[src/rtl/idec_pkg.sv]
package idec_pkg;
  // Format classes of an instruction word.
  typedef enum logic [1:0] {
    CLS_ALU  = 2'd0,
    CLS_IMM  = 2'd1,
    CLS_JMP  = 2'd2,
    CLS_MISC = 2'd3
  } idec_class_e;

  // Default geometry of the instruction word.
  localparam int unsigned XLEN_D  = 32;
  localparam int unsigned OPC_W_D = 6;
  localparam int unsigned REG_W_D = 5;
  localparam int unsigned IMM_W_D = 16;

  // Default ordered class boundaries.
  localparam int unsigned MOV_BASE_D = 11;
  localparam int unsigned JMP_BASE_D = 25;
  localparam int unsigned SYS_BASE_D = 27;
  localparam int unsigned LAST_OPC_D = 27;
endpackage

[src/rtl/idec_fields.sv]
module idec_fields #(
  parameter int unsigned XLEN  = idec_pkg::XLEN_D,
  parameter int unsigned OPC_W = idec_pkg::OPC_W_D,
  parameter int unsigned REG_W = idec_pkg::REG_W_D,
  parameter int unsigned IMM_W = idec_pkg::IMM_W_D
) (
  input  logic [XLEN-1:0]  i_word,
  output logic [OPC_W-1:0] o_opc,
  output logic [REG_W-1:0] o_fa,
  output logic [REG_W-1:0] o_fb,
  output logic [REG_W-1:0] o_fc,
  output logic [XLEN-1:0]  o_sext
);
  // Field positions, packed downward from the top of the word.
  localparam int unsigned OPC_LSB = XLEN - OPC_W;
  localparam int unsigned RA_LSB  = OPC_LSB - REG_W;
  localparam int unsigned RB_LSB  = RA_LSB - REG_W;
  localparam int unsigned RC_LSB  = RB_LSB - REG_W;
  localparam int unsigned EXT_W   = XLEN - IMM_W;

  logic [IMM_W-1:0] raw_imm;

  always_comb begin
    o_opc   = i_word[OPC_LSB +: OPC_W];
    o_fa    = i_word[RA_LSB  +: REG_W];
    o_fb    = i_word[RB_LSB  +: REG_W];
    o_fc    = i_word[RC_LSB  +: REG_W];
    raw_imm = i_word[IMM_W-1:0];
    o_sext  = {{EXT_W{raw_imm[IMM_W-1]}}, raw_imm};
  end
endmodule

[src/rtl/idec_classify.sv]
module idec_classify
  import idec_pkg::*;
#(
  parameter int unsigned OPC_W    = OPC_W_D,
  parameter int unsigned MOV_BASE = MOV_BASE_D,
  parameter int unsigned JMP_BASE = JMP_BASE_D,
  parameter int unsigned SYS_BASE = SYS_BASE_D,
  parameter int unsigned LAST_OPC = LAST_OPC_D
) (
  input  logic [OPC_W-1:0] i_opc,
  output idec_class_e      o_cls,
  output logic             o_bad
);
  localparam logic [OPC_W-1:0] MOV_C  = OPC_W'(MOV_BASE);
  localparam logic [OPC_W-1:0] JMP_C  = OPC_W'(JMP_BASE);
  localparam logic [OPC_W-1:0] SYS_C  = OPC_W'(SYS_BASE);
  localparam logic [OPC_W-1:0] LAST_C = OPC_W'(LAST_OPC);

  always_comb begin
    if (i_opc < MOV_C)      o_cls = CLS_ALU;
    else if (i_opc < JMP_C) o_cls = CLS_IMM;
    else if (i_opc < SYS_C) o_cls = CLS_JMP;
    else                    o_cls = CLS_MISC;
    o_bad = (i_opc > LAST_C);
  end
endmodule

[src/rtl/idec_operand_mask.sv]
module idec_operand_mask
  import idec_pkg::*;
#(
  parameter int unsigned XLEN  = XLEN_D,
  parameter int unsigned REG_W = REG_W_D
) (
  input  idec_class_e      i_cls,
  input  logic [REG_W-1:0] i_fa,
  input  logic [REG_W-1:0] i_fb,
  input  logic [REG_W-1:0] i_fc,
  input  logic [XLEN-1:0]  i_sext,
  output logic [REG_W-1:0] o_ra,
  output logic [REG_W-1:0] o_rb,
  output logic [REG_W-1:0] o_rc,
  output logic [XLEN-1:0]  o_imm
);
  // Zero every operand that the format does not use.
  always_comb begin
    o_ra  = '0;
    o_rb  = '0;
    o_rc  = '0;
    o_imm = '0;
    unique case (i_cls)
      CLS_ALU: begin
        o_ra = i_fa;
        o_rb = i_fb;
        o_rc = i_fc;
      end
      CLS_IMM: begin
        o_ra  = i_fa;
        o_rb  = i_fb;
        o_imm = i_sext;
      end
      CLS_JMP:  o_ra = i_fa;
      default: ;
    endcase
  end
endmodule

[src/rtl/insn_field_decoder.sv]
module insn_field_decoder
  import idec_pkg::*;
#(
  parameter int unsigned XLEN     = XLEN_D,
  parameter int unsigned OPC_W    = OPC_W_D,
  parameter int unsigned REG_W    = REG_W_D,
  parameter int unsigned IMM_W    = IMM_W_D,
  parameter int unsigned MOV_BASE = MOV_BASE_D,
  parameter int unsigned JMP_BASE = JMP_BASE_D,
  parameter int unsigned SYS_BASE = SYS_BASE_D,
  parameter int unsigned LAST_OPC = LAST_OPC_D
) (
  input  logic             clk,
  input  logic             rst,
  input  logic             i_valid,
  input  logic [XLEN-1:0]  i_instr,
  output logic             o_valid,
  output logic [1:0]       o_class,
  output logic [OPC_W-1:0] o_opcode,
  output logic [REG_W-1:0] o_ra,
  output logic [REG_W-1:0] o_rb,
  output logic [REG_W-1:0] o_rc,
  output logic [XLEN-1:0]  o_imm,
  output logic             o_illegal
);
  localparam int unsigned EXT_W = XLEN - IMM_W;

  // Combinational decode results.
  logic [OPC_W-1:0] dec_opc;
  logic [REG_W-1:0] fld_a, fld_b, fld_c;
  logic [XLEN-1:0]  fld_sext;
  idec_class_e      dec_cls;
  logic             dec_bad;
  logic [REG_W-1:0] msk_a, msk_b, msk_c;
  logic [XLEN-1:0]  msk_imm;

  idec_fields #(
    .XLEN(XLEN), .OPC_W(OPC_W), .REG_W(REG_W), .IMM_W(IMM_W)
  ) u_fields (
    .i_word (i_instr),
    .o_opc  (dec_opc),
    .o_fa   (fld_a),
    .o_fb   (fld_b),
    .o_fc   (fld_c),
    .o_sext (fld_sext)
  );

  idec_classify #(
    .OPC_W(OPC_W), .MOV_BASE(MOV_BASE), .JMP_BASE(JMP_BASE),
    .SYS_BASE(SYS_BASE), .LAST_OPC(LAST_OPC)
  ) u_classify (
    .i_opc (dec_opc),
    .o_cls (dec_cls),
    .o_bad (dec_bad)
  );

  idec_operand_mask #(
    .XLEN(XLEN), .REG_W(REG_W)
  ) u_mask (
    .i_cls  (dec_cls),
    .i_fa   (fld_a),
    .i_fb   (fld_b),
    .i_fc   (fld_c),
    .i_sext (fld_sext),
    .o_ra   (msk_a),
    .o_rb   (msk_b),
    .o_rc   (msk_c),
    .o_imm  (msk_imm)
  );

  // Output register stage: loads only when the strobe is high.
  always_ff @(posedge clk) begin
    if (rst) begin
      o_valid   <= 1'b0;
      o_class   <= CLS_ALU;
      o_opcode  <= '0;
      o_ra      <= '0;
      o_rb      <= '0;
      o_rc      <= '0;
      o_imm     <= '0;
      o_illegal <= 1'b0;
    end else begin
      o_valid <= i_valid;
      if (i_valid) begin
        o_class   <= dec_cls;
        o_opcode  <= dec_opc;
        o_ra      <= msk_a;
        o_rb      <= msk_b;
        o_rc      <= msk_c;
        o_imm     <= msk_imm;
        o_illegal <= dec_bad;
      end
    end
  end

  // the strobe appears one edge later.
  a_r2_valid_follows: assert property (@(posedge clk) disable iff (rst)
    i_valid |=> o_valid);

  // fields hold across an idle cycle.
  a_r3_hold_idle: assert property (@(posedge clk) disable iff (rst)
    (!i_valid && !$past(rst)) |=> ($stable(o_opcode) && $stable(o_imm) && $stable(o_ra)));

  // immediate upper bits are copies of its sign bit.
  a_r7_sign_copy: assert property (@(posedge clk) disable iff (rst)
    (o_class == CLS_IMM) |-> (o_imm[XLEN-1:IMM_W] == {EXT_W{o_imm[IMM_W-1]}}));

  // jump format carries only register a.
  a_r8_jump_zeros: assert property (@(posedge clk) disable iff (rst)
    (o_class == CLS_JMP) |-> (o_rb == '0 && o_rc == '0 && o_imm == '0));

  // operand-free format carries no operands.
  a_r9_misc_zeros: assert property (@(posedge clk) disable iff (rst)
    (o_class == CLS_MISC) |-> (o_ra == '0 && o_rb == '0 && o_rc == '0 && o_imm == '0));

  // an illegal code always lands in the operand-free format.
  a_r10_illegal_misc: assert property (@(posedge clk) disable iff (rst)
    o_illegal |-> (o_class == CLS_MISC));
endmodule

[config.mk]
export PLATFORM = sky130hd
export DESIGN_NAME = insn_field_decoder
export DESIGN_NICKNAME = d
export VERILOG_FILES = /design/src/rtl/idec_pkg.sv /design/src/rtl/idec_fields.sv /design/src/rtl/idec_classify.sv /design/src/rtl/idec_operand_mask.sv /design/src/rtl/insn_field_decoder.sv
export SDC_FILE = /design/constraint.sdc
export NUM_CORES = 1
export LEC_CHECK = 0
export CORE_MARGIN = 2
export CORE_UTILIZATION = 41
export DETAILED_ROUTE_END_ITERATION = 6
export GPL_TIMING_DRIVEN = 0
export MAX_ROUTING_LAYER = met4
export PLACE_DENSITY = 0.88
export SLEW_MARGIN = 20
export SYNTH_ARGS = -nofsm -noshare
export SYNTH_HDL_FRONTEND = slang
export SYNTH_SLANG_ARGS = --single-unit
export TNS_END_PERCENT = 1
[constraint.sdc]
create_clock -name clk -period 1.4 [get_ports clk]
set_input_delay 0.14 -clock clk [delete_from_list [all_inputs] [get_ports clk]]
set_output_delay 0.14 -clock clk [all_outputs]
set_load 0.005 [all_outputs]
# [After elaboration in Yosys (flattened, before gate mapping)]
# Index checks and enable logic that the tools add are counted.
# W data, S select, Z words.
[classes] n_eq_ne=2 n_reduce_logical=3 mux=7 n_lt_le_gt_ge=4
[op_table] cell="$mux W32" count=1
[op_table] cell="$mux W5" count=3
[op_table] cell="$lt A6 B5 Y1 const B" count=2
[op_table] cell="$gt A6 B5 Y1 const B" count=1
[op_table] cell="$lt A6 B4 Y1 const B" count=1
[op_table] cell="$mux W2" count=2
[op_table] cell="$reduce_or A3 Y1" count=1
[op_table] cell="$eq A2 B1 Y1 const B" count=1
[op_table] cell="$eq A2 B2 Y1 const B" count=1
[op_table] cell="$logic_not A2 Y1" count=1
[op_table] cell="$reduce_or A2 Y1" count=1
[op_table] cell="$mux W1" count=1
[totals] regBits=57 out_inout_bits=57 wordCells=24

# [Logic depth before layout (Yosys ltp)]
[logic_depth] depth_word=7 ltp_mapped=5 ltp_nobuf=3

# [Modules after synthesis]
# A second synthesis with hierarchy kept.
[unflattened] hier_cells=298 hier_area_um2=2975.4
[by_module_without_submodules] mod="insn_field_decoder" area_each_um2=2049.5 instances=1 cells_each=183
[by_module_without_submodules] mod="idec_operand_mask" area_each_um2=481.7 instances=1 cells_each=56
[by_module_without_submodules] mod="idec_fields" area_each_um2=397.9 instances=1 cells_each=53
[by_module_without_submodules] mod="idec_classify" area_each_um2=46.3 instances=1 cells_each=6

# [Least setup slack after synthesis]
# No wires, ideal clock.
[synth_timing] kind="input port to flip-flop" startpoint="in rst" endpoint="reg o_ra[0]" slack_ps=111 path_buffers=3 t_arrival_ps=1147 stages=4 path_cell_list="clkbuf_1 > clkbuf_1 > buf_1 > o31ai_1"
[synth_lines] item="start: declaration" line="insn_field_decoder.sv:14" rtl="input logic rst,"
[synth_lines] item="end signal: assignment" line="insn_field_decoder.sv:87" rtl="o_ra <= msk_a;"
[synth_lines] item="end: declaration" line="insn_field_decoder.sv:20" rtl="output logic [REG_W-1:0] o_ra,"
# No word-level cell between the ends.

# [Final worst setup path]
[layout_timing] startpoint="in i_instr[31]" endpoint="reg o_ra[3]"
[layout_via] elab_chain_cells=7
[layout_rtl] item="start: declaration" line="insn_field_decoder.sv:16" rtl="input logic [XLEN-1:0] i_instr,"
[layout_rtl] item="$lt A6 B5 Y1" line="idec_classify.sv:22" rtl="else if (i_opc < SYS_C) o_cls = CLS_JMP;"
[layout_rtl] item="$mux W1" line="idec_classify.sv:22"
[layout_rtl] item="$mux W2" line="idec_classify.sv:21" rtl="else if (i_opc < JMP_C) o_cls = CLS_IMM;"
[layout_rtl] item="$mux W2 *" line="idec_classify.sv:20" rtl="if (i_opc < MOV_C) o_cls = CLS_ALU;"
[layout_rtl] item="$eq A2 B2 Y1 (tied with other cells)" line="idec_operand_mask.sv:23" rtl="unique case (i_cls)"
[layout_rtl] item="$reduce_or A3 Y1 (no line) *"
[layout_rtl] item="$mux W5 *" line="idec_operand_mask.sv:23"
# Every way passes the cells marked *; elsewhere a longest branch is shown, timed or not.
# A chain may end at the register's enable or synchronous reset.

==> summary.txt <==
CP Launch Type: input pin
DIE AREA: 5250 sq um
r2r startpoint: o_imm[30]$_SDFFE_PP0P_
post-synthesis cell area: 1920 sq um
sequential area share after synthesis: 42.7%
vias post-DR: 1773
Rel. slew slack: 60.7%
gpl congestion: 0.762
Slew Limit Fails: 0
vias in the first global route: 1680
GRT Residual Overflow: 0
Die Wd: 72.4 microns
commonest non-fill, non-tap cell in the layout: clkdlybuf4s50_1
first-pass GRT wire length: 8440 microns
Core Util, Final: 66.7%
final clock skew: 0 ps
run status: finished clean
Mapped Cells: 198
core area: 4440 sq um
worst reg2reg endpoint: o_imm[30]$_SDFFE_PP0P_
Critical Path Sink Type: register
Min-Delay Endpoint: o_valid$_SDFF_PP0_
commonest non-fill, non-tap cells in the layout: 67 x clkdlybuf4s50_1, 40 x dfxtp_1, 33 x buf_4, 22 x nand2_1, 20 x or3b_2
clk sinks: 41
HP Start: i_valid
reg2reg setup slack: 310 ps
Total GRT Usage: 21.5%
crit path kind: in2reg
net count after synthesis: 233
Antenna Cells: 0
fin cells: 350
Yosys warnings: 0
Iteration-0 DRC Markers: 95
Hold WC Path Type: in2reg
vias per cell: 5.07
dpl cell area: 2880 sq um
CTS tree: done
Root Driver: clkbuf_8
Num CTS Buffers: 5
Hold Vio Cnt, Final: 0
WP data arrival: 1510 ps
leak pwr: 1.14 nW
largest net degree at the start of global routing: 13
Seq cells post-synth: 41
Peak Freq: 738 MHz
Tmin final: 1360 ps
initial antenna violation count: 0
HPWL Detailed: 3790 microns
fin crit share: 96.8%
peak supply drop: 0.603 mV
path depth of the worst reg2reg path: 3
fin nets: 332
hold depth: 2
crit-path max FO: 9
MaxCap Viol Count: 0
Rows: 24
Max Root-Sink Buffers: 2
setup violators final: 0
Die Span Y: 72.4 microns
Worst-path clk slew: 70 ps
final non-filler cell area: 2960 sq um
Power Density: 821 nW/um^2
Pre-Repair DR Iteration Count: 4
Synth Area per Inst: 9.70 sq um
CP Data Required Time: 1560 ps
initial core utilization: 43.2%
H-tree Lvls: 2
number of port buffers: 89
ratio of cells with drive above 1 in the final layout: 27.5%
routed len/inst: 14.9 microns
Slew @ Worst Pin: 589 ps
Routed Antenna Nets: 0
synth-to-layout area growth: 54.3%
Residual DRC: 0
Distinct cells, synth: 31
clk_lat worst skew: 290 ps
Placed Cells: 339
I/O pins: 92
final wirelength: 5210 microns
Power Total: 2.43 mW
==> worst max-delay path by stage <==
stage                             end  slack (ps)   startpoint
3_3_place_gp    o_imm[5]$_SDFFE_PP0P_        -560  i_instr[26]
6_report         o_ra[3]$_SDFFE_PP0P_          40  i_instr[31]
3_5_place_dp     o_ra[3]$_SDFFE_PP0P_        -630  i_instr[27]
4_1_cts        o_imm[12]$_SDFFE_PP0P_           2  i_instr[31]
2_1_floorplan    o_ra[0]$_SDFFE_PP0P_         110          rst
5_1_grt          o_ra[3]$_SDFFE_PP0P_        -0.6  i_instr[31]
==> metrics by stage <==
| stage | hold slack [ps] | setup TNS, ps | worst slack, ps |
|---|---|---|---|
| 6_report | 204 | 0 | 44.7 |
| 4_1_cts | 197 | 0 | 1.68 |
| 3_3_place_gp | 458 | -13230 | -559 |
| 2_1_floorplan | 288 | 0 | 111 |
| 3_5_place_dp | 460 | -15380 | -630 |
| 5_1_grt | 214 | -0.650 | -0.650 |
==> critical path: stages <==
cell and delay [ps]:
clkdlybuf4s50_1 580, clkinvlp_4 250, o21ai_1 370, o31ai_1 160
==> state kept, by name, indices dropped and copies added, names as in the netlist <==
| name | cells |
|---|---|
| o_valid | 1 |
| o_ra | 5 |
| o_rb | 5 |
| o_opcode | 6 |
| o_class | 2 |
| o_illegal | 1 |
| o_rc | 5 |
| o_imm | 16 |
==> timing repair <==
item	in CTS	in global routing
pin swaps	2	1
hold buffers	0	0
endpoints found under the setup margin	39	15
resized for setup	28	2
buffers inserted	3	0
==> power breakdown <==
group / total [mW] / switching (mW) / internal (mW)
Sequential: 1.23 / 0.0210 / 1.21
Clock: 0.746 / 0.400 / 0.346
Combinational: 0.458 / 0.206 / 0.252
==> Yosys cell counts (all sizes together) <==
| cell type | number | area share (%) |
|---|---|---|
| a211o | 1 | 0.52 |
| a21oi | 11 | 2.9 |
| a311oi | 2 | 0.91 |
| a31o | 1 | 0.46 |
| buf | 20 | 7.5 |
| clkbuf | 12 | 2.3 |
| clkinv | 1 | 0.20 |
| dfxtp | 41 | 43 |
| inv | 1 | 0.20 |
| mux2i | 6 | 3.1 |
| nand2 | 22 | 4.3 |
| nand2b | 10 | 3.3 |
| nand3 | 1 | 0.26 |
| nand4 | 5 | 1.6 |
| nor2 | 9 | 1.8 |
| nor2b | 1 | 0.33 |
| nor3b | 1 | 0.39 |
| o2111ai | 6 | 3.6 |
| o21ai | 2 | 0.52 |
| o311ai | 1 | 1.4 |
| o31ai | 21 | 11 |
| or3b | 21 | 9.6 |
| or4 | 1 | 0.39 |
| xnor2 | 1 | 0.46 |
==> cell type report <==
type / instances / area, sq um
plain buffers: 32 / 190
clock buffers: 6 / 72.6
clock inverters: 2 / 10.0
fillers: 381 / 1480
inverters: 2 / 11.3
multi-input cells: 123 / 907
flip-flops and latches: 41 / 825
well taps: 52 / 65.1
repair buffers: 92 / 882
==> layer usage <==
| layer | share of wire (%) | global-route usage (%) | wire [microns] |
|---|---|---|---|
| met5 | 0 | - | 0 |
| met4 | 0.85 | 4.94 | 44 |
| met3 | 7.3 | 6.11 | 380 |
| met2 | 48 | 33.1 | 2490 |
| met1 | 44 | 28.1 | 2290 |
==> kinds of logic after synthesis <==
kind of cell	count (synthesis)	share of synthesized area, %
xor+xnor	1	0.456
compound gates	45	21.6
buf+inv	34	10.2
flops	41	42.7
simple gates	71	21.9
mux	6	3.13
Note: power is estimated with default switching activity, not from simulation.
